`src/rtl/mseq_pkg.sv`:
```
package mseq_pkg;
    localparam int ADDR_W = 9;
    localparam int JAM_W  = 3;
    localparam int ALU_W  = 8;
    localparam int C_W    = 9;
    localparam int MEM_W  = 3;
    localparam int B_W    = 4;
    localparam int LOW_W  = ADDR_W - 1;
    localparam int WORD_W = ADDR_W + JAM_W + ALU_W + C_W + MEM_W + B_W;

    typedef struct packed {
        logic [ADDR_W-1:0] next;
        logic              jmpc;
        logic              jamn;
        logic              jamz;
        logic [ALU_W-1:0]  alu;
        logic [C_W-1:0]    c_en;
        logic [MEM_W-1:0]  mem;
        logic [B_W-1:0]    b_sel;
    } uinstr_t;

    typedef enum logic [1:0] {
        NA_PLAIN         = 2'b00,
        NA_COND          = 2'b01,
        NA_DISPATCH      = 2'b10,
        NA_COND_DISPATCH = 2'b11
    } na_mode_e;
endpackage

```
`src/rtl/mseq_flags.sv`:
```
module mseq_flags (
    input  logic clk,
    input  logic rst_n,
    input  logic n_in,
    input  logic z_in,
    output logic n_q,
    output logic z_q
);
    always_ff @(posedge clk or negedge rst_n) begin
        if (!rst_n) begin
            n_q <= 1'b0;
            z_q <= 1'b0;
        end else begin
            n_q <= n_in;
            z_q <= z_in;
        end
    end

    // saved flags follow the inputs seen at the previous rising edge
    a_r9_flags_sampled: assert property (@(posedge clk) disable iff (!rst_n)
        1'b1 |=> (n_q == $past(n_in)) && (z_q == $past(z_in)))
        else $error("a_r9_flags_sampled");
endmodule

```
`src/rtl/mseq_mir.sv`:
```
module mseq_mir
    import mseq_pkg::*;
(
    input  logic    clk,
    input  logic    rst_n,
    input  uinstr_t word_in,
    output uinstr_t mir_q
);
    always_ff @(negedge clk or negedge rst_n) begin
        if (!rst_n) mir_q <= '0;
        else        mir_q <= word_in;
    end
endmodule

```
`src/rtl/mseq_next_addr.sv`:
```
module mseq_next_addr
    import mseq_pkg::*;
(
    input  logic [ADDR_W-1:0] addr_fld,
    input  logic              jmpc,
    input  logic              jamn,
    input  logic              jamz,
    input  logic              n_q,
    input  logic              z_q,
    input  logic [LOW_W-1:0]  mbr,
    output logic [ADDR_W-1:0] next_addr
);
    na_mode_e         mode;
    logic             hi_bit;
    logic [LOW_W-1:0] low_or;

    always_comb begin
        mode   = na_mode_e'({jmpc, jamn | jamz});
        hi_bit = (jamz & z_q) | (jamn & n_q) | addr_fld[ADDR_W-1];
        low_or = addr_fld[LOW_W-1:0] | mbr;
        unique case (mode)
            NA_PLAIN:         next_addr = addr_fld;
            NA_COND:          next_addr = {hi_bit, addr_fld[LOW_W-1:0]};
            NA_DISPATCH:      next_addr = {addr_fld[ADDR_W-1], low_or};
            NA_COND_DISPATCH: next_addr = {hi_bit, low_or};
            default:          next_addr = addr_fld;
        endcase
    end
endmodule

```
`src/rtl/mseq_sequencer.sv`:
```
module mseq_sequencer
    import mseq_pkg::*;
(
    input  logic                      clk,
    input  logic                      rst_n,
    output logic [ADDR_W-1:0]         cs_addr,
    input  logic [WORD_W-1:0]         cs_word,
    input  logic                      n_in,
    input  logic                      z_in,
    input  logic [LOW_W-1:0]          mbr_in,
    output logic [ALU_W-1:0]          alu_ctl,
    output logic [C_W-1:0]            c_en,
    output logic [MEM_W-1:0]          mem_ctl,
    output logic [B_W-1:0]            b_sel
);
    uinstr_t word_s;
    uinstr_t mir;
    logic    n_q;
    logic    z_q;

    assign word_s = uinstr_t'(cs_word);

    mseq_mir i_mir (
        .clk     (clk),
        .rst_n   (rst_n),
        .word_in (word_s),
        .mir_q   (mir)
    );

    mseq_flags i_flags (
        .clk   (clk),
        .rst_n (rst_n),
        .n_in  (n_in),
        .z_in  (z_in),
        .n_q   (n_q),
        .z_q   (z_q)
    );

    mseq_next_addr i_next (
        .addr_fld  (mir.next),
        .jmpc      (mir.jmpc),
        .jamn      (mir.jamn),
        .jamz      (mir.jamz),
        .n_q       (n_q),
        .z_q       (z_q),
        .mbr       (mbr_in),
        .next_addr (cs_addr)
    );

    always_comb begin
        alu_ctl = mir.alu;
        c_en    = mir.c_en;
        mem_ctl = mir.mem;
        b_sel   = mir.b_sel;
    end

    // address held at zero while reset is asserted
    always @(posedge clk) begin
        if (!rst_n) begin
            a_r1_reset_addr: assert (cs_addr == '0)
                else $error("a_r1_reset_addr");
        end
    end

    // no jump bits leaves the successor field untouched
    a_r4_plain_successor: assert property (@(negedge clk) disable iff (!rst_n)
        (!mir.jmpc && !mir.jamn && !mir.jamz) |-> (cs_addr == mir.next))
        else $error("a_r4_plain_successor");

    // a set top bit in the successor field is never cleared
    a_r7_high_kept: assert property (@(negedge clk) disable iff (!rst_n)
        mir.next[ADDR_W-1] |-> cs_addr[ADDR_W-1])
        else $error("a_r7_high_kept");

    // every opcode bit shows up in the low address on dispatch
    a_r8_dispatch_bits: assert property (@(negedge clk) disable iff (!rst_n)
        mir.jmpc |-> ((cs_addr[LOW_W-1:0] & mbr_in) == mbr_in))
        else $error("a_r8_dispatch_bits");

    // zero branch sets the top bit
    a_r5_zero_branch: assert property (@(negedge clk) disable iff (!rst_n)
        (mir.jamz && z_q) |-> cs_addr[ADDR_W-1])
        else $error("a_r5_zero_branch");
endmodule

```
`config.mk`:
```
export PLATFORM = sky130hd
export DESIGN_NAME = mseq_sequencer
export DESIGN_NICKNAME = d
export VERILOG_FILES = /design/src/rtl/mseq_pkg.sv /design/src/rtl/mseq_flags.sv /design/src/rtl/mseq_mir.sv /design/src/rtl/mseq_next_addr.sv /design/src/rtl/mseq_sequencer.sv
export SDC_FILE = /design/constraint.sdc
export NUM_CORES = 1
export LEC_CHECK = 0
export ABC_AREA = 0
export CAP_MARGIN = 40
export CELL_PAD_IN_SITES_DETAIL_PLACEMENT = 0
export CELL_PAD_IN_SITES_GLOBAL_PLACEMENT = 1
export CORE_AREA = 3 3 55 57
export CTS_BUF_LIST = sky130_fd_sc_hd__clkbuf_8 sky130_fd_sc_hd__clkbuf_16
export DETAILED_ROUTE_END_ITERATION = 8
export DIE_AREA = 0 0 58 60
export DONT_BUFFER_PORTS = 1
export GPL_TIMING_DRIVEN = 0
export PLACE_DENSITY = 0.87
export SLEW_MARGIN = 10
export SYNTH_ARGS = -nofsm -noshare
export SYNTH_HDL_FRONTEND = slang
export SYNTH_SLANG_ARGS = --single-unit
```
`constraint.sdc`:
```
create_clock -name clk -period 1.6 [get_ports clk]
set_clock_uncertainty 0.1 [all_clocks]
set_input_delay 0.24 -clock clk [delete_from_list [all_inputs] [get_ports clk]]
set_output_delay 0.24 -clock clk [all_outputs]
set_load 0.005 [all_outputs]
```
==> flow_summary.json, run 1 <==
{
  "cts_num_sinks": 38,
  "grtUsageTotal": 0.126,
  "htreeDepth": 2,
  "drc": 0,
  "syn_inst": 72,
  "required_ps": 1260,
  "max_slew_margin": 0.918,
  "crit_buf_inv": 0,
  "die_area_sq_um": 3480,
  "startpoint": "i_mir.mir_q[24]$_DFF_NN0_",
  "antenna_found_initial": 0,
  "synth.yosys.seq_area_share": 0.788,
  "grt_pass1_wl_microns": 2870,
  "layout.cells.non_filler": 113,
  "clk_pin_slew_worst_paths_ps": 70,
  "slowest_stage": "a221o_1",
  "pwr-share-comb": 0.047,
  "clock_path_buffers": 2,
  "avgRoutedWirePerCell_microns": 17.7,
  "p_sw_frac": 0.199,
  "nets": 130,
  "slowest_delay_ps": 350,
  "crit_type": "flop to primary output",
  "synth_edf_count": 0,
  "ir_drop_uv": 989,
  "synth_fp_nets": 120,
  "ant_nets": 0,
  "start_util": 0.478,
  "status": "finished with violations",
  "critical-path-top-delay-family": "compound AO/OA/AOI/OAI gates",
  "cts_tree": "yes",
  "cts_buffers": 5,
  "die_x_microns": 58,
  "placementRows": 18,
  "syn_to_final_growth_pct": 13.1,
  "violations": "setup timing",
  "post-dp-hpwl_microns": 1560,
  "tightestPinTransition_ps": 122,
  "drt_iter0_drc": 4,
  "die_h_microns": 60,
  "seq_power_share": 0.606,
  "ys_ff_latch": 38,
  "synth_top_area_frac": 0.747,
  "antenna_cells": 0,
  "drv_slew": 0,
  "ys_async_sr_fraction": 1.00,
  "setup_slack_ps": -504,
  "viasPerCell": 4.77,
  "ff_latch_area_sq_um": 951,
  "grt_max_degree": 38,
  "start_kind": "flop",
  "yosysMostFrequentCell": "dfrtn_1",
  "hold_path_class": "input pin to asynchronous set/reset pin",
  "p_switching_mw": 0.339,
  "critPathArrivalTime_ps": 1760,
  "io_buffers": 0,
  "overflow": 0,
  "finalSetupViolCount": 33,
  "yosys-top-cells-area": "dfrtn_1, buf_4, a21o_1",
  "synth_common_cells": "dfrtn_1, buf_4, a21o_1, dfrtp_1",
  "grt_pass1_vias": 584,
  "synth-main-ff-cell": "dfrtn_1",
  "yosys.area.top_type": "dfrtn_1",
  "synth_area_sq_um": 1210,
  "finish.utilization": 0.541,
  "core_area_sq_um": 2520,
  "multiInputGateArea_sq_um": 70.1,
  "wl_microns": 2000,
  "final.setup.tns_ps": -11910,
  "vias": 539,
  "finalHoldViolCount": 0,
  "path_cells": "a221o_1",
  "p_per_area_nw_per_um2": 1250,
  "nFillCells": 212,
  "power_leakage_nw": 0.673,
  "path_max_fanout": 1,
  "yosysWarnings": 0,
  "root_buffer": "clkbuf_8",
  "worst_setup_path_end_kind": "primary output",
  "p_int_mw": 1.37,
  "dr.pass1.iters": 4,
  "syn_avg_cell_area_sq_um": 16.8,
  "place.gp.congestion": 0.648,
  "rsz0062_at_grt": "true",
  "maxCapViolations": 0,
  "dp.cells": 102,
  "drive_gt1_frac": 0.373,
  "clkPwrFrac": 0.347,
  "boundaryPins": 81,
  "synth_cell_types": 6
}
[routing by layer]
| metal | vias to the layer above | routed length, microns | track usage |
|---|---|---|---|
| met2 | 53 | 1140 | 0.229 |
| met4 | 0 | 33 | 0.0695 |
| met5 | - | 0 | 0 |
| li1 | 222 | - | - |
| met1 | 259 | 491 | 0.0897 |
| met3 | 5 | 338 | 0.0950 |
[placed cells by master, fill, tap and decap left out]
| master | synthesis | final |
|---|---|---|
| inv_1 | 0 | 2 |
| dfrtn_1 | 36 | 36 |
| a21o_1 | 8 | 8 |
| a221o_1 | 1 | 1 |
| buf_6 | 0 | 1 |
| dlygate4sd3_1 | 0 | 3 |
| buf_4 | 24 | 24 |
| clkinvlp_4 | 0 | 1 |
| clkbuf_8 | 0 | 5 |
| dfrtp_1 | 2 | 2 |
[power groups by stage]
stage               registers [mW]  logic, mW  clock network [mW]
floorplan                     1.04     0.0674                   0
global placement              1.05     0.0760                   0
detailed placement            1.05     0.0760                   0
CTS                           1.03     0.0827               0.622
global route                  1.04     0.0863               0.665
finish                        1.03     0.0805               0.592
[state kept, by name, indices dropped and copies added (netlist names)]
signal       count
i_mir.mir_q     36
i_flags.z_q      1
i_flags.n_q      1
[area by class of cell]
type                            instances  share of cell area
Sequential cell                        38               0.697
Buffer                                 25               0.140
Multi-Input combinational cell          9              0.0514
Clock buffer                            5              0.0505
Tap cell                               30              0.0275
Timing Repair Buffer                    3              0.0220
Clock inverter                          3              0.0110
[logic make-up after synthesis]
family,after synthesis,synth area share
AOI/OAI and AO/OA,9,0.0581
DFF,38,0.788
buffers and inverters,25,0.154
[through the flow]
step	setup slack (ps)	area [sq um]	hold slack (ps)	power [mW]
2_1_floorplan	-159	1210	-156	1.11
3_3_place_gp	-178	1250	-155	1.12
3_5_place_dp	-197	1250	-155	1.13
4_1_cts	-517	1360	77.8	1.74
5_1_grt	-536	1360	73.5	1.79
6_report	-504	1360	94.1	1.70
[worst max-delay path by stage]
| stage | endpoint | slack [ps] | depth (start not counted) |
|---|---|---|---|
| finish | cs_addr[8] | -500 | 1 |
| global route | cs_addr[8] | -540 | 1 |
| CTS | cs_addr[8] | -520 | 1 |
| detailed placement | cs_addr[8] | -200 | 1 |
| global placement | cs_addr[8] | -180 | 1 |
| floorplan | cs_addr[8] | -160 | 1 |
[what timing repair did]
action / in CTS / in global routing
endpoints found under the hold margin: 4 / 0
buffers inserted: 0 / 0
hold buffers: 3 / 0
resized for setup: 0 / 0
setup endpoints to repair: 33 / 33
Power figures use the tool's default switching activity.
==> run 2: changes to the inputs <==
--- a/config.mk
+++ b/config.mk
@@ -15,6 +15,7 @@
 export DIE_AREA = 0 0 58 60
 export DONT_BUFFER_PORTS = 1
 export GPL_TIMING_DRIVEN = 0
+export MAX_ROUTING_LAYER = met4
 export PLACE_DENSITY = 0.87
 export SLEW_MARGIN = 10
 export SYNTH_ARGS = -nofsm -noshare
==> run 2 against run 1 <==
  * The flow still finishes with violations (setup timing)
  * Highest routed layer unchanged
  * Die area is the same
  * Critical path depth did not move
  * Critical path type unchanged
  * Sequential cell count did not move
  * Sequential share of layout area did not move
==> flow_summary.json, run 2 (synthesis results as in run 1) <==
{
  "tightestPinTransition_ps": 121,
  "worst_setup_path_end_kind": "primary output",
  "finalPower_mw": 1.71,
  "final_common_cell": "dfrtn_1",
  "die_h_microns": 60,
  "drive_gt1_frac": 0.373,
  "path_max_fanout": 1,
  "cts_tree": "yes",
  "largest_reg_flops": 36,
  "ff_latch_area_sq_um": 951,
  "io_buffers": 0,
  "drt_iter0_drc": 4,
  "cts_num_sinks": 38,
  "critical-path-top-delay-family": "compound AO/OA/AOI/OAI gates",
  "ant_nets": 0,
  "path_cells": "a221o_1",
  "p_per_area_nw_per_um2": 1250,
  "avgRoutedWirePerCell_microns": 17.8,
  "antenna_found_initial": 0,
  "crit_buf_inv": 0,
  "top_regs": "i_mir.mir_q: 36 flops, i_flags.n_q: 1 flops, i_flags.z_q: 1 flops",
  "die_x_microns": 58,
  "syn_to_final_growth_pct": 13.1,
  "grt_pass1_wl_microns": 2880,
  "boundaryPins": 81,
  "required_ps": 1260,
  "overflow": 0,
  "grt_pass1_vias": 584,
  "rsz0062_at_grt": "true",
  "hold_path_class": "input pin to asynchronous set/reset pin",
  "post-dp-hpwl_microns": 1560,
  "place.gp.congestion": 0.654,
  "clock_path_buffers": 2,
  "ir_drop_uv": 1000,
  "finalSetupViolCount": 33,
  "finalHoldViolCount": 0,
  "viasPerCell": 4.78,
  "placementRows": 18,
  "maxCapViolations": 0,
  "top_register": "i_mir.mir_q",
  "root_buffer": "clkbuf_8",
  "cts_buffers": 5,
  "core_area_sq_um": 2520,
  "drv_slew": 0,
  "wl_microns": 2010,
  "setup_slack_ps": -500,
  "final.setup.tns_ps": -11900,
  "slowest_delay_ps": 350,
  "status": "finished with violations",
  "clk_pin_slew_worst_paths_ps": 70,
  "die_area_sq_um": 3480,
  "drc": 0,
  "whs_ps": 92.6,
  "violations": "setup timing",
  "post_cts_resize_count": 0,
  "htreeDepth": 2,
  "startpoint": "i_mir.mir_q[24]$_DFF_NN0_",
  "grtUsageTotal": 0.129,
  "start_util": 0.478,
  "final_cell_mix": "dfrtn_1, buf_4, a21o_1",
  "antenna_cells": 0,
  "multiInputGateArea_sq_um": 70.1,
  "dr.pass1.iters": 2,
  "max_slew_margin": 0.919,
  "power_leakage_nw": 0.673,
  "critPathArrivalTime_ps": 1760,
  "nFillCells": 212,
  "slowest_stage": "a221o_1",
  "crit_type": "flop to primary output",
  "grt_max_degree": 38,
  "start_kind": "flop",
  "nets": 130,
  "vias": 540
}
[run 2: cell counts in the layout (fill, tap and decap cells not counted)]
No cell type changed its count.
[run 2: cell type report]
class                           count  area share
Timing Repair Buffer                3      0.0220
Multi-Input combinational cell      9      0.0514
Buffer                             25       0.140
Clock buffer                        5      0.0505
Clock inverter                      3      0.0110
Tap cell                           30      0.0275
Sequential cell                    38       0.697
[run 2: worst paths after layout]
path                       slack [ps]  depth (start not counted)                         to
min in group clk                  410                          1      i_flags.z_q$_DFF_PN0_
min                                90                          1      i_flags.n_q$_DFF_PN0_
max                              -500                          1                 cs_addr[8]
max in group asynchronous        1050                          0  i_mir.mir_q[32]$_DFF_NN0_
[run 2: power by group]
part | leakage [nW] | switching [mW] | total [mW] | internal (mW)
Clock | 0.0467 | 0.299 | 0.594 | 0.295
Combinational | 0.184 | 0.0276 | 0.0804 | 0.0527
Sequential | 0.443 | 0.0141 | 1.03 | 1.02
[run 2: layer usage]
layer / global-route usage / part of all wire
met1: 0.0997 / 0.26
met2: 0.226 / 0.57
met3: 0.0842 / 0.15
met4: 0.0695 / 0.012
met5: - / 0
[run 2: per-stage QoR]
stage / area, sq um / util / worst slack [ps] / instances
2_1_floorplan: 1210 / - / -159 / 72
3_3_place_gp: 1250 / 0.496 / -178 / 102
3_5_place_dp: 1250 / 0.496 / -197 / 102
4_1_cts: 1360 / 0.541 / -517 / 113
5_1_grt: 1360 / 0.541 / -536 / 113
6_report: 1360 / 0.541 / -500 / 113
[run 2: timing repair]
item,4_1_cts,5_1_grt
endpoints found under the hold margin,4,0
hold buffers,3,0
setup buffers,0,0
endpoints found under the setup margin,33,33
